--- src/rtl/lnk_pkg.sv ---
package lnk_pkg;

  typedef enum logic [2:0] {
    ST_HOLD    = 3'd0,
    ST_WAIT    = 3'd1,
    ST_READY   = 3'd2,
    ST_STARTED = 3'd3,
    ST_CONNECT = 3'd4,
    ST_RUN     = 3'd5
  } lnkState_t;

  // strobes from the sequencer to the credit datapath
  typedef struct packed {
    logic clrCredit;  // wipe both credit counters
    logic takeFct;    // an incoming token is accepted this cycle
    logic takeData;   // an incoming data character is accepted this cycle
    logic fctWindow;  // outgoing tokens are allowed
    logic runMode;    // outgoing data is allowed
  } credStrobe_t;

endpackage

--- src/rtl/lnk_fsm.sv ---
module lnk_fsm
  import lnk_pkg::*;
#(
  parameter int RST_CYC  = 64,
  parameter int WAIT_CYC = 128,
  parameter int TMO_CYC  = 128
) (
  input  logic        clk,
  input  logic        rstN,
  input  logic        linkStart,
  input  logic        rxNull,
  input  logic        rxFct,
  input  logic        rxData,
  input  logic        rxParErr,
  input  logic        rxEscErr,
  input  logic        rxDiscErr,
  input  logic        txOvf,
  input  logic        rxUnder,
  output lnkState_t   stCur,
  output credStrobe_t strobe
);

  localparam int MAX_A   = (RST_CYC > WAIT_CYC) ? RST_CYC : WAIT_CYC;
  localparam int CNT_MAX = (MAX_A > TMO_CYC) ? MAX_A : TMO_CYC;
  localparam int CNTW    = $clog2(CNT_MAX + 1);
  localparam logic [CNTW-1:0] RST_END  = CNTW'(RST_CYC - 1);
  localparam logic [CNTW-1:0] WAIT_END = CNTW'(WAIT_CYC - 1);
  localparam logic [CNTW-1:0] TMO_END  = CNTW'(TMO_CYC - 1);
  localparam logic [CNTW-1:0] CNT_TOP  = CNTW'(CNT_MAX);

  lnkState_t       stNext;
  logic [CNTW-1:0] dwell;
  logic            seenNull;
  logic            rxFault;
  logic            earlyChar;

  assign rxFault   = rxParErr | rxEscErr | rxDiscErr;
  assign earlyChar = rxFct | rxData;

  always_comb begin
    stNext = stCur;
    unique case (stCur)
      ST_HOLD:    if (dwell == RST_END) stNext = ST_WAIT;
      ST_WAIT: begin
        if (rxFault || earlyChar)    stNext = ST_HOLD;
        else if (dwell == WAIT_END)  stNext = ST_READY;
      end
      ST_READY: begin
        if (rxFault || earlyChar)    stNext = ST_HOLD;
        else if (linkStart)          stNext = ST_STARTED;
      end
      ST_STARTED: begin
        if (rxFault || earlyChar)    stNext = ST_HOLD;
        else if (seenNull || rxNull) stNext = ST_CONNECT;
        else if (dwell == TMO_END)   stNext = ST_HOLD;
      end
      ST_CONNECT: begin
        if (rxFault || rxData)       stNext = ST_HOLD;
        else if (rxFct)              stNext = ST_RUN;
        else if (dwell == TMO_END)   stNext = ST_HOLD;
      end
      ST_RUN: begin
        if (rxFault || txOvf || rxUnder) stNext = ST_HOLD;
      end
      default: stNext = ST_HOLD;
    endcase
  end

  always_ff @(posedge clk or negedge rstN) begin
    if (!rstN) begin
      stCur <= ST_HOLD;
      dwell <= '0;
    end else begin
      stCur <= stNext;
      if (stNext != stCur)     dwell <= '0;
      else if (dwell != CNT_TOP) dwell <= dwell + 1'b1;
    end
  end

  // a null counts from the end of the hold onward
  always_ff @(posedge clk or negedge rstN) begin
    if (!rstN)                  seenNull <= 1'b0;
    else if (stCur == ST_HOLD)  seenNull <= 1'b0;
    else if (rxNull)            seenNull <= 1'b1;
  end

  always_comb begin
    strobe.clrCredit = (stCur == ST_HOLD);
    strobe.fctWindow = (stCur == ST_CONNECT) || (stCur == ST_RUN);
    strobe.runMode   = (stCur == ST_RUN);
    strobe.takeFct   = rxFct && strobe.fctWindow;
    strobe.takeData  = rxData && strobe.runMode;
  end

endmodule

--- src/rtl/lnk_credit.sv ---
module lnk_credit
  import lnk_pkg::*;
#(
  parameter int CREDIT_MAX = 56,
  parameter int TOKEN      = 8,
  parameter int FREE_W     = 7,
  localparam int CW        = $clog2(CREDIT_MAX + 1)
) (
  input  logic              clk,
  input  logic              rstN,
  input  credStrobe_t       strobe,
  input  logic              txFctSent,
  input  logic              txDataSent,
  input  logic [FREE_W-1:0] rxFree,
  output logic [CW-1:0]     txCredit,
  output logic [CW-1:0]     rxCredit,
  output logic              txOvf,
  output logic              rxUnder,
  output logic              fctReq,
  output logic              txPermit
);

  localparam int SW = ((CW > FREE_W) ? CW : FREE_W) + 1;
  localparam logic [CW-1:0] LIMIT = CW'(CREDIT_MAX - TOKEN);
  localparam logic [CW-1:0] STEP  = CW'(TOKEN);

  logic [SW-1:0] roomNeed;
  logic          txUse;
  logic          rxGrant;
  logic          rxUse;

  assign txOvf    = strobe.takeFct && (txCredit > LIMIT);
  assign txPermit = strobe.runMode && (txCredit != '0);
  assign txUse    = txDataSent && txPermit;

  assign rxUnder  = strobe.takeData && (rxCredit == '0);
  assign rxUse    = strobe.takeData && !rxUnder;
  assign roomNeed = SW'(rxCredit) + SW'(TOKEN);
  assign fctReq   = strobe.fctWindow && (rxCredit <= LIMIT) && (SW'(rxFree) >= roomNeed);
  assign rxGrant  = txFctSent && fctReq;

  always_ff @(posedge clk or negedge rstN) begin
    if (!rstN) begin
      txCredit <= '0;
      rxCredit <= '0;
    end else if (strobe.clrCredit) begin
      txCredit <= '0;
      rxCredit <= '0;
    end else begin
      txCredit <= txCredit + ((strobe.takeFct && !txOvf) ? STEP : '0) - CW'(txUse);
      rxCredit <= rxCredit + (rxGrant ? STEP : '0) - CW'(rxUse);
    end
  end

endmodule

--- src/rtl/lnk_exchange_ctl.sv ---
module lnk_exchange_ctl
  import lnk_pkg::*;
#(
  parameter int RST_CYC    = 64,
  parameter int WAIT_CYC   = 128,
  parameter int TMO_CYC    = 128,
  parameter int CREDIT_MAX = 56,
  parameter int TOKEN      = 8,
  parameter int FREE_W     = 7
) (
  input  logic              clk,
  input  logic              rstN,
  input  logic              linkStart,
  input  logic              rxNull,
  input  logic              rxFct,
  input  logic              rxData,
  input  logic              rxParErr,
  input  logic              rxEscErr,
  input  logic              rxDiscErr,
  input  logic [FREE_W-1:0] rxFree,
  input  logic              txFctSent,
  input  logic              txDataSent,
  output logic              txNullEn,
  output logic              txFctEn,
  output logic              txAllEn,
  output logic              fctReq,
  output logic              txPermit,
  output logic              linkUp,
  output logic [2:0]        linkState
);

  localparam int CW = $clog2(CREDIT_MAX + 1);

  lnkState_t     stCur;
  credStrobe_t   strobe;
  logic          txOvf;
  logic          rxUnder;
  logic [CW-1:0] txCredit;
  logic [CW-1:0] rxCredit;

  lnk_fsm #(
    .RST_CYC (RST_CYC),
    .WAIT_CYC(WAIT_CYC),
    .TMO_CYC (TMO_CYC)
  ) u_fsm (
    .clk      (clk),
    .rstN     (rstN),
    .linkStart(linkStart),
    .rxNull   (rxNull),
    .rxFct    (rxFct),
    .rxData   (rxData),
    .rxParErr (rxParErr),
    .rxEscErr (rxEscErr),
    .rxDiscErr(rxDiscErr),
    .txOvf    (txOvf),
    .rxUnder  (rxUnder),
    .stCur    (stCur),
    .strobe   (strobe)
  );

  lnk_credit #(
    .CREDIT_MAX(CREDIT_MAX),
    .TOKEN     (TOKEN),
    .FREE_W    (FREE_W)
  ) u_credit (
    .clk       (clk),
    .rstN      (rstN),
    .strobe    (strobe),
    .txFctSent (txFctSent),
    .txDataSent(txDataSent),
    .rxFree    (rxFree),
    .txCredit  (txCredit),
    .rxCredit  (rxCredit),
    .txOvf     (txOvf),
    .rxUnder   (rxUnder),
    .fctReq    (fctReq),
    .txPermit  (txPermit)
  );

  assign txNullEn  = (stCur == ST_STARTED) || strobe.fctWindow;
  assign txFctEn   = strobe.fctWindow;
  assign txAllEn   = strobe.runMode;
  assign linkUp    = strobe.runMode;
  assign linkState = stCur;

endmodule

--- config.mk ---
export PLATFORM = sky130hd
export DESIGN_NAME = lnk_exchange_ctl
export DESIGN_NICKNAME = d
export VERILOG_FILES = /design/src/rtl/lnk_pkg.sv /design/src/rtl/lnk_fsm.sv /design/src/rtl/lnk_credit.sv /design/src/rtl/lnk_exchange_ctl.sv
export SDC_FILE = /design/constraint.sdc
export NUM_CORES = 1
export LEC_CHECK = 0
export BUFFER_PORTS_ARGS = -buffer_cell sky130_fd_sc_hd__buf_2
export CELL_PAD_IN_SITES_DETAIL_PLACEMENT = 1
export CELL_PAD_IN_SITES_GLOBAL_PLACEMENT = 1
export CORE_ASPECT_RATIO = 1.5
export CORE_MARGIN = 5
export CORE_UTILIZATION = 48
export CTS_BUF_LIST = sky130_fd_sc_hd__clkbuf_4 sky130_fd_sc_hd__clkbuf_8
export CTS_CLUSTER_SIZE = 24
export DETAILED_ROUTE_END_ITERATION = 8
export GPL_ROUTABILITY_DRIVEN = 0
export GPL_TIMING_DRIVEN = 1
export PLACE_DENSITY_LB_ADDON = 0.15
export SETUP_SLACK_MARGIN = 0.2
export SYNTH_ARGS = -nofsm -noshare
export SYNTH_HDL_FRONTEND = slang
export SYNTH_SLANG_ARGS = --single-unit
--- constraint.sdc ---
create_clock -name clk -period 5.4 [get_ports clk]
set_input_delay 0.54 -clock clk [delete_from_list [all_inputs] [get_ports clk]]
set_output_delay 0.54 -clock clk [all_outputs]
set_load 0.01 [all_outputs]
==> summary.md <==
| Metric | Value |
|---|---|
| Worst VDD drop | `approximately 0.00016 V` |
| CTS Buffer Depth | `2` |
| WL per Instance | `16.88 um` |
| Initial antenna violation count | `0` |
| Yosys warns | `0` |
| H-tree levels | `1` |
| WS Path Type | `reg -> reg` |
| Final slew viol count | `0` |
| Distinct cells, synth | `40` |
| Tot GR Track Use | `0.1994` |
| Main combinational cell family by area after synthesis | `simple AND/OR/NAND/NOR gates` |
| DIE AREA | `~5200 sq um` |
| Unrepaired setup endpoints after global routing | `no` |
| Pre-antenna DRT Iters | `4` |
| Number of fill cells | `between 400 and 500` |
| Area of the mapped netlist | `1861 sq um` |
| Final WS setup | `around 2.1 ns` |
| Post-Layout Cell Count | `roughly 280` |
| I/O Buffers | `26` |
| CTS sink cnt | `24` |
| Post-CTS Resized | `0` |
| CTS Hold Bufs | `0` |
| Syn avg cell area | `~9 sq um` |
| Sequential area share after synthesis | `0.3228` |
| Most common cell after layout, fill and taps aside | `inv_1` |
| Worst r2r dst | `u_credit.rxCredit[5]` |
| Reg2reg path depth | `14` |
| Clock Latency Late Sink | `~0.27 ns` |
| XOR/XNOR Fraction of Synth Area | `0.06590` |
| Worst hold margin | `0.2524 ns` |
| Post-Synth Adder-Cell Area | `0.1964` |
| Clk_skew | `0.004039 ns` |
| Critical Path AT | `3.38 ns` |
| CP Max Fanout | `5` |
| PD cells | `243.8 nW/um^2` |
| Remaining Overflow, GRT | `0` |
| Vias per cell | `5.591` |
| Max-Cap Viols | `0` |
| Setup crit start kind | `flip-flop` |
| Mux contribution to synthesized area | `0` |
| CP endpoint kind | `flip-flop` |
| Highest routed layer | `met4` |
| Critical Path Source | `u_credit.rxCredit[3]` |
| Largest net degree at the start of global routing | `25` |
| Layout cell share with drive strength beyond 1 | `0.1717` |
| CTS clk-pin slew, worst paths | `0.09 ns` |
| Setup slack, reg-to-reg | `2.14 ns` |
| Area growth from synthesis to layout | `12.58%` |
| Number of DRC markers in iteration 0 | `84` |
| Area of the core | `3716 sq um` |
| Leakage | `0.9986 nW` |
| Slew @ Worst Pin | `0.9074 ns` |
| Simple-gate share of the synthesized area | `0.2226` |
| Final Critical Period | `3.256 ns` |
| Syn nets | `254` |
| Met3 wire len | `between 80 and 90 um` |
| Via Count | `1,543` |
| Die height | `between 80 and 90 um` |
| Most frequent cells in the layout | `inv_1 (31), nor2_1 (29), ha_1 (26), buf_2 (26), dfrtp_1 (24)` |
| Compound-Gate Fraction of Synth Area | `0.1157` |
| Final net count | `280` |
| DPL Wire Length | `3731 um` |
| Vias in the first global route | `roughly 1,700` |
| Aggregate negative setup slack | `0 ns` |
| Die width | `60.84 um` |
| Worst setup endpoint | `u_credit.rxCredit[5]` |
| Placement Rows | `27` |
| Initial core utilization | `0.5007` |
| Io pins | `27` |
| Metal1 wirelength | `1577 um` |
| DR DRC count | `0` |
| Routed Antenna Nets | `0` |
| R2r startpoint | `u_credit.rxCredit[3]` |
| Root Driver | `clkbuf_8` |
| Final Hold Vio Count | `0` |
| Worst slew margin relative to its limit | `0.3917` |
| Routed wl met2 | `around 2900 um` |
| WL final | `4658 um` |
| Dpl cells | `272` |
| Setup Buffers After CTS | `0` |
| CTS tree | `yes` |
| Final period utilization | `0.6030` |
| Max Freq | `307.1 MHz` |
| Pre-CTS setup slack | `2.204 ns` |
| HP Class | `in -> async` |
| # diodes | `0` |
| Synthesized instance count | `208` |
| Status | `completed` |
| Worst endpoint required time | `approximately 5.5 ns` |
| CTS buffer count | `3` |
| Count of endpoints failing setup in the final report | `0` |
| #FFs+latches synth | `24` |
| First-pass GRT wire length | `approximately 7900 um` |
[flip-flops by register name, summed over array words and instances (netlist names)]
signal,count
u_fsm.dwell,8
u_credit.rxCredit,6
u_credit.txCredit,6
u_fsm.stCur,3
u_fsm.seenNull,1
[routing by layer]
| layer | vias to the layer above | global-route usage |
|---|---|---|
| li1 | 755 | - |
| met1 | 763 | 0.1974 |
| met2 | 16 | 0.4012 |
| met3 | 9 | 0.02086 |
| met4 | 0 | 0.06706 |
| met5 | - | 0 |
[per-stage QoR]
stage / util / instance area, sq um / power (mW)
6_report: 0.5636 / 2095 / 0.5106
5_1_grt: 0.5636 / 2095 / 0.5454
4_1_cts: 0.5636 / 2095 / 0.5163
3_5_place_dp: 0.5444 / 2023 / 0.3526
3_3_place_gp: 0.5444 / 2023 / 0.3411
2_1_floorplan: - / 1861 / 0.3127
[cell usage after synthesis, drive strengths merged]
cell | count | area [sq um]
buf | 4 | 22.52
nand2b | 2 | 12.51
a31oi | 1 | 6.260
clkbuf | 1 | 3.750
and3 | 1 | 6.260
nand2 | 10 | 37.54
a211o | 1 | 8.760
nor4b | 1 | 8.760
ha | 26 | 325.3
nor3 | 4 | 20.02
nand4b | 1 | 8.760
xor2 | 9 | 78.83
o311ai | 2 | 35.04
nand3b | 2 | 15.01
a21oi | 11 | 55.05
nor2b | 4 | 25.02
a41o | 1 | 10.01
nor4 | 6 | 62.56
o211ai | 1 | 7.510
and2 | 2 | 12.51
inv | 31 | 116.4
nor2 | 29 | 108.9
o31ai | 2 | 20.02
nand3 | 9 | 50.05
a21o | 6 | 45.04
o21ai | 3 | 15.01
xnor2 | 5 | 43.79
or4 | 4 | 33.78
nand4 | 1 | 6.260
fa | 2 | 40.04
a211oi | 1 | 12.51
or2 | 1 | 6.260
dfrtp | 24 | 600.6
[report_power, final]
group          total [mW]  switching [mW]  leakage, nW  internal [mW]
combinational       0.104          0.0595        0.639         0.0440
clock               0.163          0.0637       0.0357         0.0992
sequential          0.244          0.0375        0.324          0.207
total               0.511           0.161        0.999          0.350
[area by class of cell]
class                           count  area, sq um  share of cell area
Sequential cell                    24        600.6              0.2867
Clock buffer                        3        41.29             0.01971
Tap cell                           43        53.80             0.02569
Timing Repair Buffer               26        130.1             0.06213
Multi-Input combinational cell    148         1122              0.5358
Clock inverter                      1        30.03             0.01434
Inverter                           31        116.4             0.05556
[worst min-delay path by stage]
| stage | from | to |
|---|---|---|
| floorplan | rstN | u_credit.rxCredit[0] |
| detailed placement | u_fsm.seenNull | u_fsm.seenNull |
| finish | rstN | u_fsm.stCur[1] |
| global placement | u_fsm.seenNull | u_fsm.seenNull |
| CTS | rstN | u_fsm.stCur[1] |
| global route | rstN | u_fsm.dwell[1] |
[cell families (layout without fill, tap and decap cells)]
family          count (synthesis)  in the layout
compound gates                 29             29
flops                          24             24
simple gates                   77             77
buf+inv                        36             61
xor+xnor                       14             14
fa+ha+maj                      28             28
[critical path, stage by stage, from the launching register on]
cell	delay, ns
dfrtp_1	0.45
ha_1	0.24
xnor2_1	0.17
ha_1	0.29
a211o_1	0.32
a31oi_1	0.18
o21ai_0	0.22
nand3_1	0.16
ha_1	0.24
inv_1	0.06
ha_1	0.25
a21o_1	0.17
a21oi_1	0.18
xnor2_1	0.15
nor2_1	0.06
No activity file was read; power rests on OpenSTA's default activity.
